==> config.mk <==
export PLATFORM = sky130hd
export DESIGN_NAME = edge_irq_bank
export DESIGN_NICKNAME = d
export VERILOG_FILES = /design/src/rtl/edge_irq_bank.sv
export SDC_FILE = /design/constraint.sdc
export NUM_CORES = 1
export LEC_CHECK = 0
export BUFFER_PORTS_ARGS = -buffer_cell sky130_fd_sc_hd__buf_2
export CAP_MARGIN = 10
export CORE_ASPECT_RATIO = 1.4
export CORE_MARGIN = 4
export CORE_UTILIZATION = 60
export DETAILED_ROUTE_END_ITERATION = 16
export PLACE_DENSITY = 0.81
export RECOVER_POWER = 100
export SYNTH_ARGS = -nofsm -noshare
export SYNTH_HDL_FRONTEND = slang
export SYNTH_SLANG_ARGS = --single-unit
==> constraint.sdc <==
create_clock -name clk -period 2.25 [get_ports clk]
set_input_delay 0.45 -clock clk [delete_from_list [all_inputs] [get_ports clk]]
set_output_delay 0.45 -clock clk [all_outputs]
set_load 0.05 [all_outputs]
==> src/rtl/edge_irq_bank.sv <==
module edge_irq_bank #(
  parameter int LINES       = 32,
  parameter int SYNC_STAGES = 2
) (
  input  logic             clk,
  input  logic             rst_n,
  input  logic [LINES-1:0] line_in,
  input  logic             wr_en,
  input  logic [2:0]       wr_addr,
  input  logic [LINES-1:0] wr_data,
  output logic [LINES-1:0] pending_o,
  output logic             irq_o
);
  localparam logic [2:0] A_ENABLE = 3'd0;
  localparam logic [2:0] A_RISE   = 3'd1;
  localparam logic [2:0] A_FALL   = 3'd2;
  localparam logic [2:0] A_CLEAR  = 3'd3;

  logic [LINES-1:0] sync_q [SYNC_STAGES];
  logic [LINES-1:0] level_q, enable_q, rise_q, fall_q, pend_q;
  logic [LINES-1:0] now_lvl, changed, hit, clr;
  logic             irq_q;

  assign now_lvl = sync_q[SYNC_STAGES-1];
  assign changed = now_lvl ^ level_q;
  assign hit     = changed & enable_q & ((now_lvl & rise_q) | (~now_lvl & fall_q));
  assign clr     = (wr_en && wr_addr == A_CLEAR) ? wr_data : '0;

  always_ff @(posedge clk or negedge rst_n) begin
    if (!rst_n) begin
      for (int i = 0; i < SYNC_STAGES; i++) sync_q[i] <= '0;
    end else begin
      sync_q[0] <= line_in;
      for (int i = 1; i < SYNC_STAGES; i++) sync_q[i] <= sync_q[i-1];
    end
  end

  always_ff @(posedge clk or negedge rst_n) begin
    if (!rst_n) begin
      enable_q <= '0;
      rise_q   <= '0;
      fall_q   <= '0;
    end else if (wr_en) begin
      case (wr_addr)
        A_ENABLE: enable_q <= wr_data;
        A_RISE:   rise_q   <= wr_data;
        A_FALL:   fall_q   <= wr_data;
        default:  ;
      endcase
    end
  end

  always_ff @(posedge clk or negedge rst_n) begin
    if (!rst_n) begin
      level_q <= '0;
      pend_q  <= '0;
      irq_q   <= 1'b0;
    end else begin
      level_q <= now_lvl;
      pend_q  <= (pend_q & ~clr) | hit;
      irq_q   <= |hit;
    end
  end

  assign pending_o = pend_q;
  assign irq_o     = irq_q;
endmodule

# == Yosys cells after proc, flatten, opt, wreduce, memory -nomap -nowiden ==
# Cells that the tools add are included.
# totals
reg_bits,225
in_bits,70
word_cells,28
# classes
n_eq_ne,3
muxes,1
bitwise_logic,10
n_reduce_logical,6
# op_table
cell,n
bitwise AND 32 bit,5
NOT 32 bit,2
OR 32 bit,2
two-way mux 32 bit,1
OR reduction 32 bit,1
bitwise XOR 32 bit,1
"== test 3 x 2 -> 1 bit, second input constant",2
AND reduction 2 bit,3
"== test 3 x 1 -> 1 bit, second input constant",1
zero test 3 bit,1
logical AND 1 bit,1

# == Logic depth before layout (Yosys ltp) ==
# Gate-level depths: netlist of run 1.
# depth
word_depth,6
mapped_depth,6

# == Worst setup path after synthesis of run 1 ==
# No wires, ideal clock.
# synth_timing
path_type,input -> register
from,in wr_en
to,reg enable_q[21]
setup_time_ns,0.125
t_arrival_ns,1.390
required_time_ns,2.125
path_slack_ns,0.735
cell_stages,4
path_buffers,1
path_cell_list,nor2b_4 -> nor3b_4 -> buf_6 -> mux2_4
# synth_via
elab_chain_len,1
# synth_rtl
item,line,text
"start, declared",8,"input logic wr_en,"
AND reduction 2 bit (no source line),--,
"end signal, assigned",45,A_ENABLE: enable_q <= wr_data;
"end, declared",20,"logic [LINES-1:0] level_q, enable_q, rise_q, fall_q, pend_q;"
# No other way between the ends.
# A chain may end at the register's enable or synchronous reset.

# == Worst setup path in the final report of run 1 ==
# layout_timing
from,reg sync_q (netlist bit now_lvl[13])
to,"reg irq_q, in the netlist irq_o"
# layout_via
elab_chain_len,5
elab_cells_between_ends,8
cone_classes,7 x bitwise; 1 x reduce/logical
# layout_rtl
item,line,text
"start, declared",19,logic [LINES-1:0] sync_q [SYNC_STAGES];
NOT 32 bit,26,assign hit = changed & enable_q & ((now_lvl & rise_q) | (~now_lvl & fall_q));
bitwise AND 32 bit,26,
OR 32 bit,26,
bitwise AND 32 bit (*),26,
OR reduction 32 bit (*),61,irq_q <= |hit;
"end signal, assigned",61,
"end, declared",22,logic irq_q;
# Mark *: on every way between the ends. The rest lies on a longest branch, timed or not.

==> summary by stage, run 1 <==
Floorplanning
The die width is 107 um. The initialized floorplan defines 50 standard-cell rows. For this configuration, the core starts out at a cell density of 61.2%.

103 I/O pins were placed. In this run the standard cell core region covers 0.0133 mm2. The die area is 0.0156 mm2. The die is 146 um tall.

Pwr
The leakage component of the power is 4.19 nW. Across the VDD grid, the largest voltage drop is 942 uV. Dividing total power by cell area gives a power density of 1130 mW/mm2.

Detailed routing
The routed layout has 4,696 vias. The via-per-instance ratio is 5.66. The DRC marker count from the first detailed-route iteration is 290. The number of search-and-repair iterations in the first detailed-routing pass is 4.

Wires add up to 16,300 um. The average wire per cell in the routed design is 19.6 um. In this run the remaining antenna-violating nets after routing total 0.

After detailed routing, the number of remaining DRC violations is 0.

Global route
The initial antenna violation count is 3. The via count of the first global-routing pass is 5,351. The met2 routing resource usage after global routing is 37.9%. After global routing, the most crowded layer is met2. In the global route stage, overall resource usage came out at 21.8%. Global routing used 27.4% of the available met1 tracks. The first global-routing pass estimated 27,100 um of wire. For this run the aggregate overflow at the end of global routing stands at 0. The global-route track usage on met3 is 4.48%. Entering global routing, the biggest net connects 69 pins.

CTS
The root cell of the clock tree is sky130_fd_sc_hd__clkbuf_16. CTS built an H-tree with a depth of 1. TritonCTS created 21 clock buffers.

The source-to-sink clock delay at the later pin of the worst-skew pair is 0.49 ns. The total number of clock tree sinks is 225. The number of gates resized after CTS was 0. The deepest clock path buffer count is 3.

After clock tree synthesis, the clock-pin slew on the worst setup and hold paths is 0.06 ns. TritonCTS built the clock tree.

STA
For the pin with the worst max-slew slack, the measured transition is 1.07 ns. Based on the critical path, the design can be clocked at up to 525 MHz. The total negative slack is 0 ns.

The worst slew margin relative to its limit is 28.6%. The final hold violation count is 0. Setup violations remaining at the end of the flow were counted as 0.

Setup repair after global routing left no endpoint under its margin. Between clock sinks in the finished design, the worst skew comes to 0.00561 ns. The smallest clock period supported by the final layout is computed as 1.90 ns. Across all hold checks on the routed design, the worst slack comes to 0.0656 ns.

The count of final max-slew check failures is 0. The final critical-path share of the clock period is 84.7%.

Critical path
The signal on the critical path passes through nand4b_1, nand2_1, nor4_1, nand4_1, or2_2. Of all nets on the critical path, the largest fanout is 3. At the worst endpoint, the required time is 2.62 ns. By startpoint and endpoint, the worst setup path is classified as reg2reg. The setup check on the worst reg-to-reg path leaves a slack of 0.35 ns.

The critical path starts at now_lvl[13]. The endpoint arrival time on the critical path is 2.27 ns. The critical path's top delay family is simple AND/OR/NAND/NOR gates.

The kind of end point of the critical path is a flip-flop. The peak per-stage delay on the critical path is 0.55 ns. Together, buffers and inverters on the worst path number 0. The highest-delay cell along the critical path is sky130_fd_sc_hd__nor4_1. The startpoint type of the worst setup path is a flip-flop. The worst reg2reg path startpoint is now_lvl[13].

Synth
Synthesis instantiated 18 different standard cells from the library. The sequential element share of the synthesized area is 69.0%. The total of flip-flops plus latches after synthesis is 225. After synthesis, the largest family of logic cells by area is multiplexers. The count of yosys warnings during synthesis is 0. Of the total synthesized cell area, the portion taken by XOR and XNOR cells is 0%. The complex-gate fraction of the synthesized area is 2.94%. The arithmetic-cell share of the synthesized area counting full adders, half adders and majority gates is 0%. The mean instance size in the synthesized netlist is 15.9 um2.

In the synthesized netlist, mux cells make up 15.1% of the area. The simple logic cell fraction of the synthesized area is 11.4%. The number of nets produced by synthesis is 582. Synthesis handed over a netlist of 512 instances. The area of the mapped netlist is 0.00816 mm2.

Place
The final RePlAce weighted congestion is 0.801. The number of I/O port buffers is 102. The detailed-placement wirelength estimate is 10,800 um. Summing all placed instances gives a cell area of 0.00893 mm2. The number of placed instances, taps included, is 792.

Worst hold path
The worst hold path begins at line_in[11]. The worst min-delay path category is in2reg.

Layout
The final layout contains 704 nets. The cell area after layout is 0.00935 mm2. The count of cells in the finished layout, fillers not included, comes to 829. The layout overhead on the synthesized area is 14.6%. Of the cells placed in the final design, the portion with a size suffix greater than 1 is 25.4%.

Job
Across the run, the number of max-cap violations was 0.

Run status
The flow ran to the end, and the final reports show no timing, DRC or antenna violations.
[layout by cell type, fill, tap and decap left out]
cell	n
sky130_fd_sc_hd__buf_8	1
sky130_fd_sc_hd__buf_2	66
sky130_fd_sc_hd__nand4_1	2
sky130_fd_sc_hd__clkbuf_16	21
sky130_fd_sc_hd__a21o_1	32
sky130_fd_sc_hd__mux2_4	4
sky130_fd_sc_hd__clkbuf_8	2
sky130_fd_sc_hd__nor2_4	1
sky130_fd_sc_hd__nor4_1	8
sky130_fd_sc_hd__bufinv_16	3
sky130_fd_sc_hd__nand4b_1	64
sky130_fd_sc_hd__or2_2	1
sky130_fd_sc_hd__clkbuf_4	3
sky130_fd_sc_hd__nor2b_1	1
sky130_fd_sc_hd__nand2_1	65
sky130_fd_sc_hd__dlygate4sd3_1	1
sky130_fd_sc_hd__diode_2	1
sky130_fd_sc_hd__and3b_2	1
sky130_fd_sc_hd__mux2_2	53
sky130_fd_sc_hd__nor3b_4	1
sky130_fd_sc_hd__dfrtp_1	225
sky130_fd_sc_hd__clkinv_2	1
sky130_fd_sc_hd__clkbuf_1	44
sky130_fd_sc_hd__buf_4	1
sky130_fd_sc_hd__mux2_1	39
sky130_fd_sc_hd__clkbuf_2	5
sky130_fd_sc_hd__and3_1	1
[per-stage QoR]
step / util (%) / power (mW) / setup slack (ns)
after floorplan: - / 6.63 / 0.735
after global placement: 67.1 / 7.20 / 0.468
after detailed placement: 67.1 / 7.33 / 0.273
after CTS: 72.2 / 10.9 / 0.260
after global routing: 70.1 / 11.1 / 0.232
final: 70.1 / 10.6 / 0.345
[worst reg2reg max path, stage by stage (launching register included)]
cell and delay (ns):
sky130_fd_sc_hd__dfrtp_1 0.40, sky130_fd_sc_hd__nand4b_1 0.10, sky130_fd_sc_hd__nand2_1 0.10, sky130_fd_sc_hd__nor4_1 0.55, sky130_fd_sc_hd__nand4_1 0.28, sky130_fd_sc_hd__or2_2 0.35
[cell type report]
| class | count | area, um2 |
|---|---|---|
| Sequential cell | 225 | 5630 |
| Fill cell | 941 | 3980 |
| Multi-Input combinational cell | 273 | 2260 |
| Clock buffer | 31 | 583 |
| Timing Repair Buffer | 113 | 546 |
| Tap cell | 182 | 228 |
| Clock inverter | 4 | 95.1 |
| Antenna cell | 1 | 2.50 |
[logic make-up (layout without fill, tap and decap cells)]
logic type / after synthesis / after routing
other: 0 / 1
DFF: 225 / 225
buffers and inverters: 14 / 148
muxes: 96 / 96
AOI/OAI and AO/OA: 32 / 32
and+or+nand+nor: 145 / 145
[routing by layer]
layer  vias up  routed length (um)
li1       2085                   -
met1      2433                6470
met2       134                8430
met3        40                 911
met4         4                 442
met5         -                  27
[flip-flops by register name, indices dropped and copies added (netlist names)]
register,cells
now_lvl,32
level_q,32
enable_q,32
irq_o,1
rise_q,32
fall_q,32
pending_o,32
sync_q,32
[repair_timing]
action                                  4_1_cts  5_1_grt
endpoints found under the hold margin        63        0
buffers inserted                              0        0
endpoints found under the setup margin        0        0
hold buffers                                  1        0
[cells in the mapped netlist, drive strengths merged]
| library cell | count | area share, % |
|---|---|---|
| a21o | 32 | 2.9 |
| and3 | 1 | 0.092 |
| and3b | 1 | 0.11 |
| buf | 14 | 1.6 |
| dfrtp | 225 | 69 |
| mux2 | 96 | 15 |
| nand2 | 65 | 3.0 |
| nand4 | 2 | 0.15 |
| nand4b | 64 | 6.9 |
| nor2 | 1 | 0.077 |
| nor2b | 1 | 0.17 |
| nor3b | 1 | 0.23 |
| nor4 | 8 | 0.61 |
| or2 | 1 | 0.077 |
[path summary, 6_finish.rpt]
path                                     to  cells past startpoint
min in group asynchronous       level_q[26]                      2
worst min register to register   now_lvl[2]                      0
max in group asynchronous        sync_q[32]                      3
worst max-delay path                  irq_o                      5
worst max register to register        irq_o                      5
worst min-delay path             sync_q[43]                      1
[power by group]
part           internal [mW]  switching, mW
Clock                   2.13           1.39
Combinational          0.611           1.29
Sequential              4.74          0.426
Total                   7.47           3.11
Power figures use the tool's default switching activity.
==> run 2: changes to the inputs <==
--- a/config.mk
+++ b/config.mk
@@ -9,9 +9,9 @@
 export CAP_MARGIN = 10
 export CORE_ASPECT_RATIO = 1.4
 export CORE_MARGIN = 4
-export CORE_UTILIZATION = 60
+export CORE_UTILIZATION = 51
 export DETAILED_ROUTE_END_ITERATION = 16
-export PLACE_DENSITY = 0.81
+export PLACE_DENSITY = 0.73
 export RECOVER_POWER = 100
 export SYNTH_ARGS = -nofsm -noshare
 export SYNTH_HDL_FRONTEND = slang
==> constraint.sdc (replaced) <==
create_clock -name clk -period 1.6 [get_ports clk]
set_input_delay 0.32 -clock clk [delete_from_list [all_inputs] [get_ports clk]]
set_output_delay 0.32 -clock clk [all_outputs]
set_load 0.05 [all_outputs]
==> summary by stage, run 2 (synthesis gave the netlist of run 1 again) <==
Worst hold path
The worst min-delay path category is in2reg (unchanged). The startpoint of the tightest hold check path is wr_data[25] (was line_in[11]). The capture endpoint of the worst hold path was fall_q[25] (was sync_q[43]). The worst hold path cell count is 2 (was 1).

STA
The upper clock frequency limit is 600 MHz (was 525 MHz). The actual transition at the worst max-transition pin came to 0.839 ns (was 1.07 ns). The count of final max-slew check failures is 0 (unchanged). The number of setup violations in the final report is 1 (was 0). The shortest period the worst path allows is 1.67 ns (was 1.90 ns). The final hold violation count is 0 (unchanged). The worst slew margin relative to its limit is 44.1% (was 28.6%).

RSZ-0062 raised after global routing: true (was false). The final setup skew is 0.00921 ns (was 0.00561 ns). The setup slack after layout is -0.0677 ns (was 0.345 ns).

The total negative slack came to -0.0677 ns (was 0 ns). The final critical-path share of the clock period came to 104% (was 84.7%).

Detailed routing
The remaining design rule violation count is 0 (unchanged). The met3 wire length came to 809 um (was 911 um). The via-per-instance ratio is 5.32 (was 5.66). The met2 wire length came to 8340 um (was 8430 um). The met1 layer wirelength in the final routing came to 6920 um (was 6470 um). The number of search-and-repair iterations in the first detailed-routing pass is 4 (unchanged).

The top routing layer in use is met4 (was met5). The post-route antenna net violation count is 0 (unchanged). The average wire per cell in the routed design is 18.5 um (was 19.6 um). The final routed wirelength across all metal layers is 16,400 um (was 16,300 um). The DRC marker count from the first detailed-route iteration is 224 (was 290).

The total via count after detailed routing is 4,732 (was 4,696).

Global route
The overall fraction of global-route tracks in use came to 19.3% (was 21.8%). The maximum number of pins on one net before global-route repair is 63 (was 69). The via count of the first global-routing pass is 5,376 (was 5,351). The final global-route overflow total is 0 (unchanged). The first-pass GRT wire length is 27,700 um (was 27,100 um). The initial antenna violation count is 0 (was 3).

Layout
The post-layout utilization of the core is 63.6% (was 70.1%). Most frequent cells in the layout: sky130_fd_sc_hd__dfrtp_1 (225), sky130_fd_sc_hd__buf_2 (66), sky130_fd_sc_hd__nand4b_1 (64), sky130_fd_sc_hd__nand2_1 (63), sky130_fd_sc_hd__mux2_2 (53) (was sky130_fd_sc_hd__dfrtp_1 (225), sky130_fd_sc_hd__buf_2 (66), sky130_fd_sc_hd__nand2_1 (65), sky130_fd_sc_hd__nand4b_1 (64), sky130_fd_sc_hd__mux2_2 (53)). The share of cells above drive strength 1 is 32.3% (was 25.4%). The layout overhead on the synthesized area is 22.1% (was 14.6%).

The total of fill cells in the finished design came to 1,162 (was 941). The commonest non-fill, non-tap cell in the layout is sky130_fd_sc_hd__dfrtp_1 (unchanged). The layout net count is 748 (was 704).

CTS
The source-to-sink clock delay at the later pin of the worst-skew pair came to 0.49 ns (about the same). The root cell of the clock tree is sky130_fd_sc_hd__clkbuf_16 (unchanged). The deepest clock path buffer count is 3 (unchanged). The CTS buffer count is 22 (was 21). The clock transition at the registers of the reported paths is 0.06 ns (about the same).

The TritonCTS clock tree was built (unchanged). The total number of clock tree sinks was 225 (unchanged). The count of H-tree levels built during CTS is 1 (unchanged).

Job
The number of max-cap violations is 0 (unchanged).

Pwr
The net switching power was 4.53 mW (was 3.11 mW). The leakage component of the power is 4.55 nW (was 4.19 nW). The part of the power in combinational logic is 18.3% (was 18.0%). The sequential share of power was 45.8% (was 48.8%). The internal power was 11.3 mW (was 7.47 mW). The total power density per cell area was 1590 mW/mm2 (was 1130 mW/mm2). The switching part of the total was 28.6% (was 29.4%). The fraction of power consumed by the clock network is 35.9% (was 33.3%). The worst supply voltage drop on vdd is 1450 uV (was 942 uV).

Place
The pre-CTS setup slack came to -0.362 ns (was 0.273 ns). The number of I/O port buffers is 102 (unchanged). The detailed-placement wirelength estimate is 10,800 um (about the same).

The final RePlAce weighted congestion is 0.761 (was 0.801).

Critical path
The cell depth of the worst flop-to-flop path is 6 (was 5). The endpoint of the worst-slack reg-to-reg timing path was irq_o (unchanged). The endpoint arrival time on the critical path came to 2.05 ns (was 2.27 ns). The startpoint type of the worst setup path is a flip-flop (unchanged). The worst reg2reg path startpoint is enable_q[13] (was now_lvl[13]). Cells traversed along the worst timing path: nand4b_1, nand2_2, nor4_4, buf_4, nand4_1, or2_4 (was nand4b_1, nand2_1, nor4_1, nand4_1, or2_2). The critical path start-end classification is reg2reg (unchanged). The minimum setup slack among reg-to-reg paths is -0.07 ns (was 0.35 ns). The maximum fanout along the worst path was 3 (unchanged). The peak per-stage delay on the critical path is 0.39 ns (was 0.55 ns).

The kind of end point of the critical path is a flip-flop (unchanged). The data required time of the critical path is 1.98 ns (was 2.62 ns). The highest-delay cell along the critical path is sky130_fd_sc_hd__dfrtp_1 (was sky130_fd_sc_hd__nor4_1).

Floorplanning
The I/O pin count is 103 (unchanged). The core outline area is 0.0157 mm2 (was 0.0133 mm2). The site row count is 54 (was 50).

The chip height is 158 um (was 146 um). The die width is 115 um (was 107 um). The die area was 0.0181 mm2 (was 0.0156 mm2). The initial core utilization was 52.1% (was 61.2%).

Run status
Run status: finished, violations left (was complete, no violations). The final reports fail on negative setup slack.
==> run 2: cell types whose count changed in the layout (fill, tap and decap cells not counted), moves of 3 or more <==
cell	delta
sky130_fd_sc_hd__buf_4	+4
sky130_fd_sc_hd__dlygate4sd3_1	+32
sky130_fd_sc_hd__mux2_1	-4
sky130_fd_sc_hd__clkbuf_1	-38
sky130_fd_sc_hd__mux2_4	+4
sky130_fd_sc_hd__clkbuf_2	+39
sky130_fd_sc_hd__nor4_1	-3
==> run 2: power by group through the flow <==
stage                     registers, mW  logic (mW)  clock network [mW]
final                              7.24        2.90                5.68
after global routing               7.37        3.11                6.05
after global placement             7.25        2.94                   0
after floorplan                    8.27        1.05                   0
after CTS                          7.24        3.13                5.79
after detailed placement           7.33        3.02                   0
==> run 2: worst max-delay path by stage <==
stage	from	to	slack (ns)	depth (start not counted)
after floorplan	wr_en	enable_q[21]	0.21	4
after global placement	enable_q[12]	irq_o	-0.33	6
after detailed placement	enable_q[12]	irq_o	-0.36	6
after CTS	enable_q[13]	irq_o	-0.11	6
after global routing	enable_q[13]	irq_o	-0.16	6
final	enable_q[13]	irq_o	-0.07	6
==> run 2: area by class of cell <==
class,count,area (um2),area share [%]
tap,196,245,2.46
clock buffer,29,628,6.30
antenna,1,2.50,0.0251
clock inverter,10,184,1.85
sequential,225,5630,56.5
timing repair buffer,156,981,9.84
multi-input combinational,273,2290,23.0
==> run 2: metrics by stage <==
step	std cells	power (mW)	hold slack, ns	instance area, um2
6_report	890	15.8	0.0955	9960
2_1_floorplan	512	9.32	0.0244	8160
5_1_grt	889	16.5	0.0886	9960
4_1_cts	889	16.2	0.0877	10200
3_3_place_gp	814	10.2	0.286	9060
3_5_place_dp	814	10.3	0.289	9060
==> run 2: worst max-delay path: cells and delay by family, from the launching register on <==
kind / cells / cell delay (ns)
AND/OR/NAND/NOR: 5 / 1.00
flip-flops: 1 / 0.39
buffers and inverters: 1 / 0.17
==> run 2: timing repair <==
item	4_1_cts	5_1_grt
endpoints found under the setup margin	1	1
resized for setup	5	2
endpoints found under the hold margin	87	0
setup buffers	3	0
hold buffers	33	0
pin swaps	4	0
==> run 2: routing by layer <==
metal	vias to the layer above	global-route usage (%)
met3	26	3.21
met2	118	32.4
li1	2176	-
met4	0	5.98
met1	2412	26.0
met5	-	0
==> run 3: changes to the inputs <==
--- a/config.mk
+++ b/config.mk
@@ -9,9 +9,9 @@
 export CAP_MARGIN = 10
 export CORE_ASPECT_RATIO = 1.4
 export CORE_MARGIN = 4
-export CORE_UTILIZATION = 51
+export CORE_UTILIZATION = 30
 export DETAILED_ROUTE_END_ITERATION = 16
-export PLACE_DENSITY = 0.73
+export PLACE_DENSITY = 0.47
 export RECOVER_POWER = 100
 export SYNTH_ARGS = -nofsm -noshare
 export SYNTH_HDL_FRONTEND = slang
==> summary by stage, run 3 (synthesis gave the netlist of run 1 again) <==
Layout
The total of fill cells in the finished design is 2,600 (was 1,162). The cell area after layout was 0.0103 mm2 (was 0.00996 mm2). The share of cells above drive strength 1 was 34.5% (was 32.3%).

The layout overhead on the synthesized area is 25.8% (was 22.1%). The filler-free cell count of the finished design is 1,065 (was 890). The commonest non-fill, non-tap cell in the layout is sky130_fd_sc_hd__dfrtp_1 (unchanged). The post-layout utilization of the core is 38.2% (was 63.6%). The layout net count is 752 (was 748). Most frequent cells in the layout: sky130_fd_sc_hd__dfrtp_1 (225), sky130_fd_sc_hd__nand4b_1 (64), sky130_fd_sc_hd__buf_2 (63), sky130_fd_sc_hd__nand2_1 (62), sky130_fd_sc_hd__mux2_2 (53) (was sky130_fd_sc_hd__dfrtp_1 (225), sky130_fd_sc_hd__buf_2 (66), sky130_fd_sc_hd__nand4b_1 (64), sky130_fd_sc_hd__nand2_1 (63), sky130_fd_sc_hd__mux2_2 (53)).

CTS
The count of H-tree levels built during CTS came to 1 (unchanged). The source-to-sink clock delay at the later pin of the worst-skew pair came to 0.50 ns (was 0.49 ns). The clock transition at the registers of the reported paths is 0.06 ns (about the same).

The total number of clock tree sinks was 225 (unchanged). The deepest clock path buffer count was 3 (unchanged). The TritonCTS clock tree is built (unchanged).

The root cell of the clock tree is sky130_fd_sc_hd__clkbuf_16 (unchanged). The CTS buffer count is 23 (was 22). The post-CTS setup buffer count was 0 (was 3).

Floorplanning
The core outline area is 0.0268 mm2 (was 0.0157 mm2). The die width is 147 um (was 115 um). The initial core utilization is 30.4% (was 52.1%). The die area is 0.0299 mm2 (was 0.0181 mm2). The I/O pin count is 103 (unchanged). The chip height was 203 um (was 158 um). The site row count was 71 (was 54).

Place
The final RePlAce weighted congestion came to 0.751 (was 0.761). The area after detailed placement is 0.00934 mm2 (was 0.00906 mm2). The number of cells after detailed placement is 989 (was 814). The number of I/O port buffers is 102 (unchanged). The detailed-placement wirelength estimate is 12,400 um (was 10,800 um).

Critical path
The highest-delay cell along the critical path is sky130_fd_sc_hd__dfrtp_1 (unchanged). Cells traversed along the worst timing path: nand4b_1, nand2_1, nor4_2, buf_4, nand4_1, or2_4 (was nand4b_1, nand2_2, nor4_4, buf_4, nand4_1, or2_4). The peak per-stage delay on the critical path is 0.38 ns (was 0.39 ns).

The critical path start-end classification is reg2reg (unchanged). The total buffers and inverters traversed by the critical path came to 1 (unchanged). The worst reg2reg path startpoint is now_lvl[18] (was enable_q[13]). The data required time of the critical path came to 1.99 ns (was 1.98 ns). The endpoint arrival time on the critical path is 1.97 ns (was 2.05 ns). The critical path's top delay family is simple AND/OR/NAND/NOR gates (unchanged). The maximum fanout along the worst path is 3 (unchanged). The cell depth of the worst flop-to-flop path is 6 (unchanged). The minimum setup slack among reg-to-reg paths is 0.02 ns (was -0.07 ns). The kind of end point of the critical path is a flip-flop (unchanged).

The source of the critical timing path is now_lvl[18] (was enable_q[13]). The startpoint type of the worst setup path is a flip-flop (unchanged). The endpoint of the worst-slack reg-to-reg timing path is irq_o (unchanged).

Global route
The first-pass GRT wire length is 29,200 um (was 27,700 um). The maximum number of pins on one net before global-route repair is 54 (was 63). The via count of the first global-routing pass is 5,299 (was 5,376). The overall fraction of global-route tracks in use was 12.2% (was 19.3%). The final global-route overflow total is 0 (unchanged). The initial antenna violation count was 4 (was 0).

STA
The count of final max-slew check failures is 0 (unchanged). The final setup skew is 0.00792 ns (was 0.00921 ns). The final critical-path share of the clock period is 98.6% (was 104%). The upper clock frequency limit is 634 MHz (was 600 MHz).

The final hold violation count is 0 (unchanged). The shortest period the worst path allows is 1.58 ns (was 1.67 ns). The worst slew margin relative to its limit is 46.4% (was 44.1%).

RSZ-0062 raised after global routing: true (unchanged). The number of setup violations in the final report is 0 (was 1). The worst hold margin is 0.0859 ns (was 0.0955 ns).

The actual transition at the worst max-transition pin is 0.804 ns (was 0.839 ns).

Pwr
The post-route total power is 15.9 mW (was 15.8 mW). The total power density per cell area is 1550 mW/mm2 (was 1590 mW/mm2). The leakage component of the power is 4.59 nW (was 4.55 nW).

The worst supply voltage drop on vdd is 1010 uV (was 1450 uV).

Detailed routing
The via-per-instance ratio is 4.51 (was 5.32). The post-route antenna net violation count is 0 (unchanged). The DRC marker count from the first detailed-route iteration is 172 (was 224).

The number of search-and-repair iterations in the first detailed-routing pass is 4 (unchanged). The remaining design rule violation count is 0 (unchanged). The average wire per cell in the routed design is 16.9 um (was 18.5 um). The total via count after detailed routing is 4,808 (was 4,732). The final routed wirelength across all metal layers is 18,000 um (was 16,400 um).

Worst hold path
The startpoint of the tightest hold check path was wr_data[4] (was wr_data[25]). The capture endpoint of the worst hold path is fall_q[4] (was fall_q[25]). The worst hold path cell count came to 2 (unchanged). The worst min-delay path category is in2reg (unchanged).

Job
The number of max-cap violations came to 0 (unchanged).

Run status
Run status: complete, no violations (was finished, violations left).
-- run 3: cell count changes in the layout (fill, tap and decap cells not counted), sizes merged --
cell	delta
diode	+1
buf	-1
clkbuf	+8
bufinv	-1
clkinvlp	-1
-- run 3: cell type report --
| class | count | area (um2) | share of cell area [%] |
|---|---|---|---|
| Antenna cell | 2 | 5.00 | 0.0488 |
| Clock buffer | 33 | 663 | 6.46 |
| Clock inverter | 8 | 143 | 1.39 |
| Multi-Input combinational cell | 273 | 2370 | 23.1 |
| Sequential cell | 225 | 5630 | 54.9 |
| Tap cell | 365 | 457 | 4.45 |
| Timing Repair Buffer | 159 | 988 | 9.63 |
-- run 3: how the worst max path moves through the flow --
stage                        end  slack, ns  depth (start not counted)
global route               irq_o      -0.13                          6
detailed placement         irq_o      -0.28                          6
CTS                        irq_o      -0.01                          6
finish                     irq_o       0.02                          6
global placement           irq_o      -0.25                          6
floorplan           enable_q[21]       0.21                          4
-- run 3: routing by layer --
layer  global-route usage [%]  part of all wire, %  routed length [um]
met5                        0                 0.18                  33
met4                     4.83                  3.6                 649
met3                     2.76                  4.9                 874
met2                     21.0                   51                9190
met1                     14.8                   40                7260
-- run 3: what timing repair did --
action                                  in CTS  in global routing
pin swaps                                    4                  2
endpoints found under the hold margin       76                  0
gates cloned                                 0                  0
endpoints found under the setup margin       1                  1
hold buffers                                33                  0
resized for setup                           10                  1
-- run 3: metrics by stage --
step,setup TNS [ns],setup slack (ns)
after CTS,-0.0141,-0.0141
after global placement,-0.247,-0.247
after global routing,-1.85,-0.127
after detailed placement,-0.710,-0.278
final,0,0.0222
after floorplan,0,0.215
-- run 3: power breakdown --
| group | total (mW) | internal, mW | leakage (nW) | switching [mW] |
|---|---|---|---|---|
| registers | 7.25 | 6.66 | 2.61 | 0.586 |
| clock network | 5.66 | 3.52 | 0.394 | 2.14 |
| logic | 3.01 | 1.15 | 1.59 | 1.86 |
| total | 15.9 | 11.3 | 4.59 | 4.58 |
